===== src/rtl/spo_pkg.sv =====
package spo_pkg;
  parameter int SEG_W = 8;
  parameter int NUM_SEG = 4;
  localparam int SEG_IDX_W = $clog2(NUM_SEG);
  localparam int STATE_W = SEG_W * NUM_SEG;

  typedef struct packed {
    logic [NUM_SEG-1:0]   wrSeg;     // one-hot segment load
    logic [SEG_IDX_W-1:0] headSeg;   // segment holding the oldest queued byte
    logic                 shiftHead; // shift the head segment right by one
    logic                 shiftAll;  // advance the whole register as an LFSR
  } strobes_t;
endpackage


===== src/rtl/spo_ctrl.sv =====
module spo_ctrl
  import spo_pkg::*;
#(
  parameter int FIFO_STAGES = 2
) (
  input  logic     clk,
  input  logic     rstN,
  input  logic     enable,
  input  logic     genMode,
  input  logic     wrEn,
  input  logic [SEG_IDX_W-1:0] wrAddr,
  input  logic     shiftTick,
  output strobes_t strobes,
  output logic     fifoEmpty,
  output logic     fifoFull,
  output logic     allSeeded
);
  localparam int PTR_W = (FIFO_STAGES > 1) ? $clog2(FIFO_STAGES) : 1;
  localparam int CNT_W = $clog2(FIFO_STAGES + 1);
  localparam int BIT_W = $clog2(SEG_W);

  logic               genModeQ;
  logic [CNT_W-1:0]   cnt;
  logic [PTR_W-1:0]   wrPtr, rdPtr;
  logic [BIT_W-1:0]   bitCnt;
  logic [NUM_SEG-1:0] segValid;

  logic modeChange, acceptWr, seedWr, fifoShift, genShift, popNow;

  assign modeChange = genMode ^ genModeQ;
  assign fifoEmpty  = (cnt == '0);
  assign fifoFull   = (cnt == CNT_W'(FIFO_STAGES));
  assign allSeeded  = &segValid;

  assign acceptWr  = wrEn & ~genMode & ~fifoFull & ~modeChange;
  assign seedWr    = wrEn & genMode & ~modeChange;
  assign fifoShift = shiftTick & enable & ~genMode & ~fifoEmpty & ~modeChange;
  assign genShift  = shiftTick & enable & genMode & allSeeded & ~seedWr & ~modeChange;
  assign popNow    = fifoShift & (bitCnt == BIT_W'(SEG_W - 1));

  function automatic logic [PTR_W-1:0] nextPtr(input logic [PTR_W-1:0] p);
    return (p == PTR_W'(FIFO_STAGES - 1)) ? '0 : p + 1'b1;
  endfunction

  always_comb begin
    strobes.shiftHead = fifoShift;
    strobes.shiftAll  = genShift;
    strobes.headSeg   = SEG_IDX_W'(rdPtr);
    for (int i = 0; i < NUM_SEG; i++) begin
      strobes.wrSeg[i] = (acceptWr & (SEG_IDX_W'(wrPtr) == SEG_IDX_W'(i))) |
                         (seedWr & (wrAddr == SEG_IDX_W'(i)));
    end
  end

  always_ff @(posedge clk or negedge rstN) begin
    if (!rstN) begin
      genModeQ <= 1'b0;
      cnt      <= '0;
      wrPtr    <= '0;
      rdPtr    <= '0;
      bitCnt   <= '0;
      segValid <= '0;
    end else begin
      genModeQ <= genMode;
      if (modeChange) begin
        cnt      <= '0;
        wrPtr    <= '0;
        rdPtr    <= '0;
        bitCnt   <= '0;
        segValid <= '0;
      end else begin
        if (acceptWr) wrPtr <= nextPtr(wrPtr);
        if (popNow) rdPtr <= nextPtr(rdPtr);
        if (fifoShift) bitCnt <= bitCnt + 1'b1;
        case ({acceptWr, popNow})
          2'b10:   cnt <= cnt + 1'b1;
          2'b01:   cnt <= cnt - 1'b1;
          default: cnt <= cnt;
        endcase
        if (seedWr) segValid <= segValid | strobes.wrSeg;
      end
    end
  end
endmodule


===== src/rtl/spo_datapath.sv =====
module spo_datapath
  import spo_pkg::*;
#(
  parameter logic [STATE_W-1:0] TAP_MASK = 32'hC000_0401
) (
  input  logic             clk,
  input  logic             rstN,
  input  strobes_t         strobes,
  input  logic [SEG_W-1:0] wrData,
  output logic             headBit,
  output logic             lsbBit
);
  logic [SEG_W-1:0]   segQ [NUM_SEG];
  logic [STATE_W-1:0] flat;
  logic [STATE_W-1:0] genNext;
  logic               feedback;

  always_comb begin
    for (int i = 0; i < NUM_SEG; i++) flat[i*SEG_W +: SEG_W] = segQ[i];
  end

  assign feedback = ^(flat & TAP_MASK);
  assign genNext  = {feedback, flat[STATE_W-1:1]};

  for (genvar g = 0; g < NUM_SEG; g++) begin : gSeg
    always_ff @(posedge clk or negedge rstN) begin
      if (!rstN) begin
        segQ[g] <= '0;
      end else if (strobes.wrSeg[g]) begin
        segQ[g] <= wrData;
      end else if (strobes.shiftAll) begin
        segQ[g] <= genNext[g*SEG_W +: SEG_W];
      end else if (strobes.shiftHead && strobes.headSeg == SEG_IDX_W'(g)) begin
        segQ[g] <= segQ[g] >> 1;
      end
    end
  end

  assign headBit = segQ[strobes.headSeg][0];
  assign lsbBit  = segQ[0][0];
endmodule


===== src/rtl/serial_pattern_out.sv =====
module serial_pattern_out
  import spo_pkg::*;
#(
  parameter int                 FIFO_STAGES = 2,
  parameter logic [STATE_W-1:0] TAP_MASK    = 32'hC000_0401
) (
  input  logic                 clk,
  input  logic                 rstN,
  input  logic                 enable,
  input  logic                 genMode,
  input  logic                 wrEn,
  input  logic [SEG_IDX_W-1:0] wrAddr,
  input  logic [SEG_W-1:0]     wrData,
  input  logic                 shiftTick,
  output logic                 serOut,
  output logic                 bufEmpty,
  output logic                 notFull,
  output logic                 stallReq
);
  strobes_t strobes;
  logic fifoEmpty, fifoFull, allSeeded, headBit, lsbBit;

  spo_ctrl #(.FIFO_STAGES(FIFO_STAGES)) uCtrl (
    .clk(clk), .rstN(rstN), .enable(enable), .genMode(genMode),
    .wrEn(wrEn), .wrAddr(wrAddr), .shiftTick(shiftTick),
    .strobes(strobes), .fifoEmpty(fifoEmpty), .fifoFull(fifoFull),
    .allSeeded(allSeeded)
  );

  spo_datapath #(.TAP_MASK(TAP_MASK)) uData (
    .clk(clk), .rstN(rstN), .strobes(strobes), .wrData(wrData),
    .headBit(headBit), .lsbBit(lsbBit)
  );

  assign serOut   = genMode ? lsbBit : (fifoEmpty | headBit);
  assign bufEmpty = genMode ? ~allSeeded : fifoEmpty;
  assign notFull  = genMode ? ~allSeeded : ~fifoFull;
  assign stallReq = enable & (genMode ? ~allSeeded : fifoEmpty);
endmodule


===== config.mk =====
export PLATFORM = sky130hd
export DESIGN_NAME = serial_pattern_out
export DESIGN_NICKNAME = d
export VERILOG_FILES = /design/src/rtl/spo_pkg.sv /design/src/rtl/spo_ctrl.sv /design/src/rtl/spo_datapath.sv /design/src/rtl/serial_pattern_out.sv
export SDC_FILE = /design/constraint.sdc
export NUM_CORES = 1
export LEC_CHECK = 0
export ABC_AREA = 1
export BUFFER_PORTS_ARGS = -buffer_cell sky130_fd_sc_hd__buf_2
export CELL_PAD_IN_SITES_DETAIL_PLACEMENT = 1
export CELL_PAD_IN_SITES_GLOBAL_PLACEMENT = 1
export CORE_MARGIN = 2
export CORE_UTILIZATION = 44
export DETAILED_ROUTE_END_ITERATION = 8
export PLACE_DENSITY_LB_ADDON = 0.1
export SETUP_SLACK_MARGIN = 0.2
export SYNTH_ARGS = -nofsm -noshare
export SYNTH_HDL_FRONTEND = slang
export SYNTH_SLANG_ARGS = --single-unit
export TNS_END_PERCENT = 100

===== constraint.sdc =====
create_clock -name clk -period 1.8 [get_ports clk]
set_input_delay 0.36 -clock clk [delete_from_list [all_inputs] [get_ports clk]]
set_output_delay 0.36 -clock clk [all_outputs]
set_load 0.03 [all_outputs]

==> results.toml <==
[status]
outcome = "finished, final reports clean"

[setup_path]
endpoint_kind = "primary output"
crit_type = "reg2out"
arrival_ps = 1280
cp_data_required_time_ps = 1440
worst-path-max-fanout = 4
start_kind = "flop"
ff2ff_path_depth = 10

[placement]
gp_congestion = 0.746
place_area_sq_mm = 0.00264
dp_worst_setup_slack_ps = 71.8
port-buffer-count = 19
dp.cells = 408
hpwl_microns = 4430

[detailed_routing]
ant_nets = 0
routed_wl_microns = 6130
dr.first_iter.drc_count = 76
post_drt_via_cell_ratio = 5.03
first_pass_iters = 4
avgRoutedWirePerCell_microns = 14.6
drc_errors = 0
vias = 2106

[timing]
fin_crit_ps = 1640
setup_viol = 0
finalCritPeriodShare_pct = 91.0
fin_skew_ps = 6.58
slew_violations = 0
rsz0062_at_grt = "yes"
fmax_mhz = 610
whs_ps = 17.4
hold_viol = 0
fin_tns_setup_ps = 0
fin_ws_ps = 161
slew_headroom_pct = 79.7
tightest_slew_ps = 304

[clock_network]
cts_tree = "done"
clk_path_buf_depth = 2
cts-root-buf = "clkbuf_8"
hold_buffers = 0
clkTransAtPathRegs_ps = 90
clk_latency_ps = 300
cts_sinks = 44
cts_buffers = 5
htreeDepth = 2

[synth]
ys_ff_latch = 44
synth.avg_cell_area_sq_um = 7.69
synthArstFlopShare_pct = 100
ys_warn_count = 0
ys_top_cells_by_count = "nand2_1, dfrtp_1, nand3_1"
synth_nets = 328
synth_most_common_cell = "nand2_1"
synth_area_leaders = "dfrtp_1, nand2_1, nand3_1"
synth_edf_count = 0
post-synth-top-area-cell = "dfrtp_1"
synth_cells = 309
synthesis.area_sq_mm = 0.00238
ys_types = 26
seq_area_frac_synth_pct = 46.3
synth_top_area_share_pct = 46.3
ys.flop_type = "dfrtp_1"

[power]
ir_drop_mv = 0.611
totalPowerFinal_mw = 2.56
p_leak_nw = 1.48
power.density_mw_per_mm2 = 900

[grt]
grt-ovfl-total = 0
grt_max_degree = 45
grt_usage_pct = 22.7
grt_antenna_before_repair = 0
grt_pass1_wl_microns = 10700
grt_pass1_vias = 2241

[layout]
final_nets = 367
final_cell_count_no_fill = 419
layout-drive-gt1-share_pct = 22.6
utilization_pct = 55.0
syn_to_final_growth_pct = 19.6
antenna_cells = 0
fin_area_sq_mm = 0.00284

[min_path]
min_path_type = "in2async"

[floorplanning]
start_util_pct = 46.0
pin_count = 20
die_y_microns = 77.5
core_sq_mm = 0.00517
die_area_sq_mm = 0.00601
die_x_microns = 77.5
rows = 26

[job]
drv_cap = 0
==> cell usage in the layout (no fill, tap or decap), types with 2 or more instances in the layout <==
master | synthesis | final
nand2_1 | 119 | 112
dfrtp_1 | 44 | 43
nand3_1 | 29 | 29
nor2_1 | 26 | 23
inv_1 | 18 | 18
a21oi_1 | 17 | 17
buf_4 | 0 | 17
o21ai_0 | 19 | 16
buf_2 | 1 | 15
nand2_2 | 2 | 9
clkbuf_8 | 0 | 6
nor2_2 | 3 | 5
inv_2 | 4 | 4
o21ai_1 | 2 | 4
xor2_1 | 3 | 3
nand3_2 | 4 | 3
nand2_4 | 3 | 3
nand4_2 | 2 | 2
xnor2_1 | 2 | 2
nand3_4 | 1 | 2
nor2_4 | 1 | 2
ha_1 | 3 | 2
clkinv_2 | 0 | 2
==> per-layer routing <==
layer / track usage (%) / wire [microns] / share of wire (%) / up-vias
li1: - / - / - / 1072
met1: 31.7 / 3080 / 50 / 1009
met2: 36.2 / 2860 / 47 / 18
met3: 3.95 / 125 / 2.0 / 7
met4: 6.61 / 70 / 1.1 / 0
met5: 0 / 0 / 0 / -
==> report_power, final <==
group	internal (mW)	switching, mW
clock network	0.307	0.356
registers	1.19	0.122
logic	0.259	0.329
==> critical path, stage by stage (launching register included) <==
cell and delay, ps:
dfrtp_1 400, inv_1 100, o311ai_2 270, buf_4 210
==> cell type report <==
class                           instances  area, sq um
Clock buffer                            6         82.6
Clock inverter                          2         10.0
Tap cell                               70         87.6
Sequential cell                        44         1100
Timing Repair Buffer                   35          241
Inverter                               22         82.6
Fill cell                             645         2330
Multi-Input combinational cell        240         1240
==> worst paths after layout <==
path	startpoint	to	slack (ps)
max in group asynchronous	rstN	uData.flat[7]	1560
worst max register to register	uCtrl.cnt[1]	uCtrl.cnt[1]	260
min in group clk	genMode	uCtrl.genModeQ	290
worst min register to register	uData.flat[3]	uData.flat[3]	480
worst min-delay path	rstN	uCtrl.cnt[1]	20
worst max-delay path	uCtrl.rdPtr	serOut	160
==> logic make-up after synthesis <==
group	after synthesis	synth area share, %
AND/OR/NAND/NOR	191	36.5
flip-flops	44	46.3
AO/OA/AOI/OAI	41	9.00
buffers and inverters	25	4.74
XOR/XNOR	5	1.84
adder cells (fa/ha/maj)	3	1.58
==> flip-flops by register name, summed over array words and instances, names as in the netlist <==
name and flops:
uData.lsbBit 1, uCtrl.segValid 4, uData.flat 31, uCtrl.cnt 2, uCtrl.rdPtr 1, uCtrl.genModeQ 1, uCtrl.wrPtr 1, uCtrl.bitCnt 3
==> repair_timing <==
item | CTS | global route
resized for setup | 7 | 19
endpoints found under the setup margin | 6 | 31
buffers inserted | 3 | 0
pin swaps | 4 | 3
Note: power is estimated with default switching activity, not from simulation.
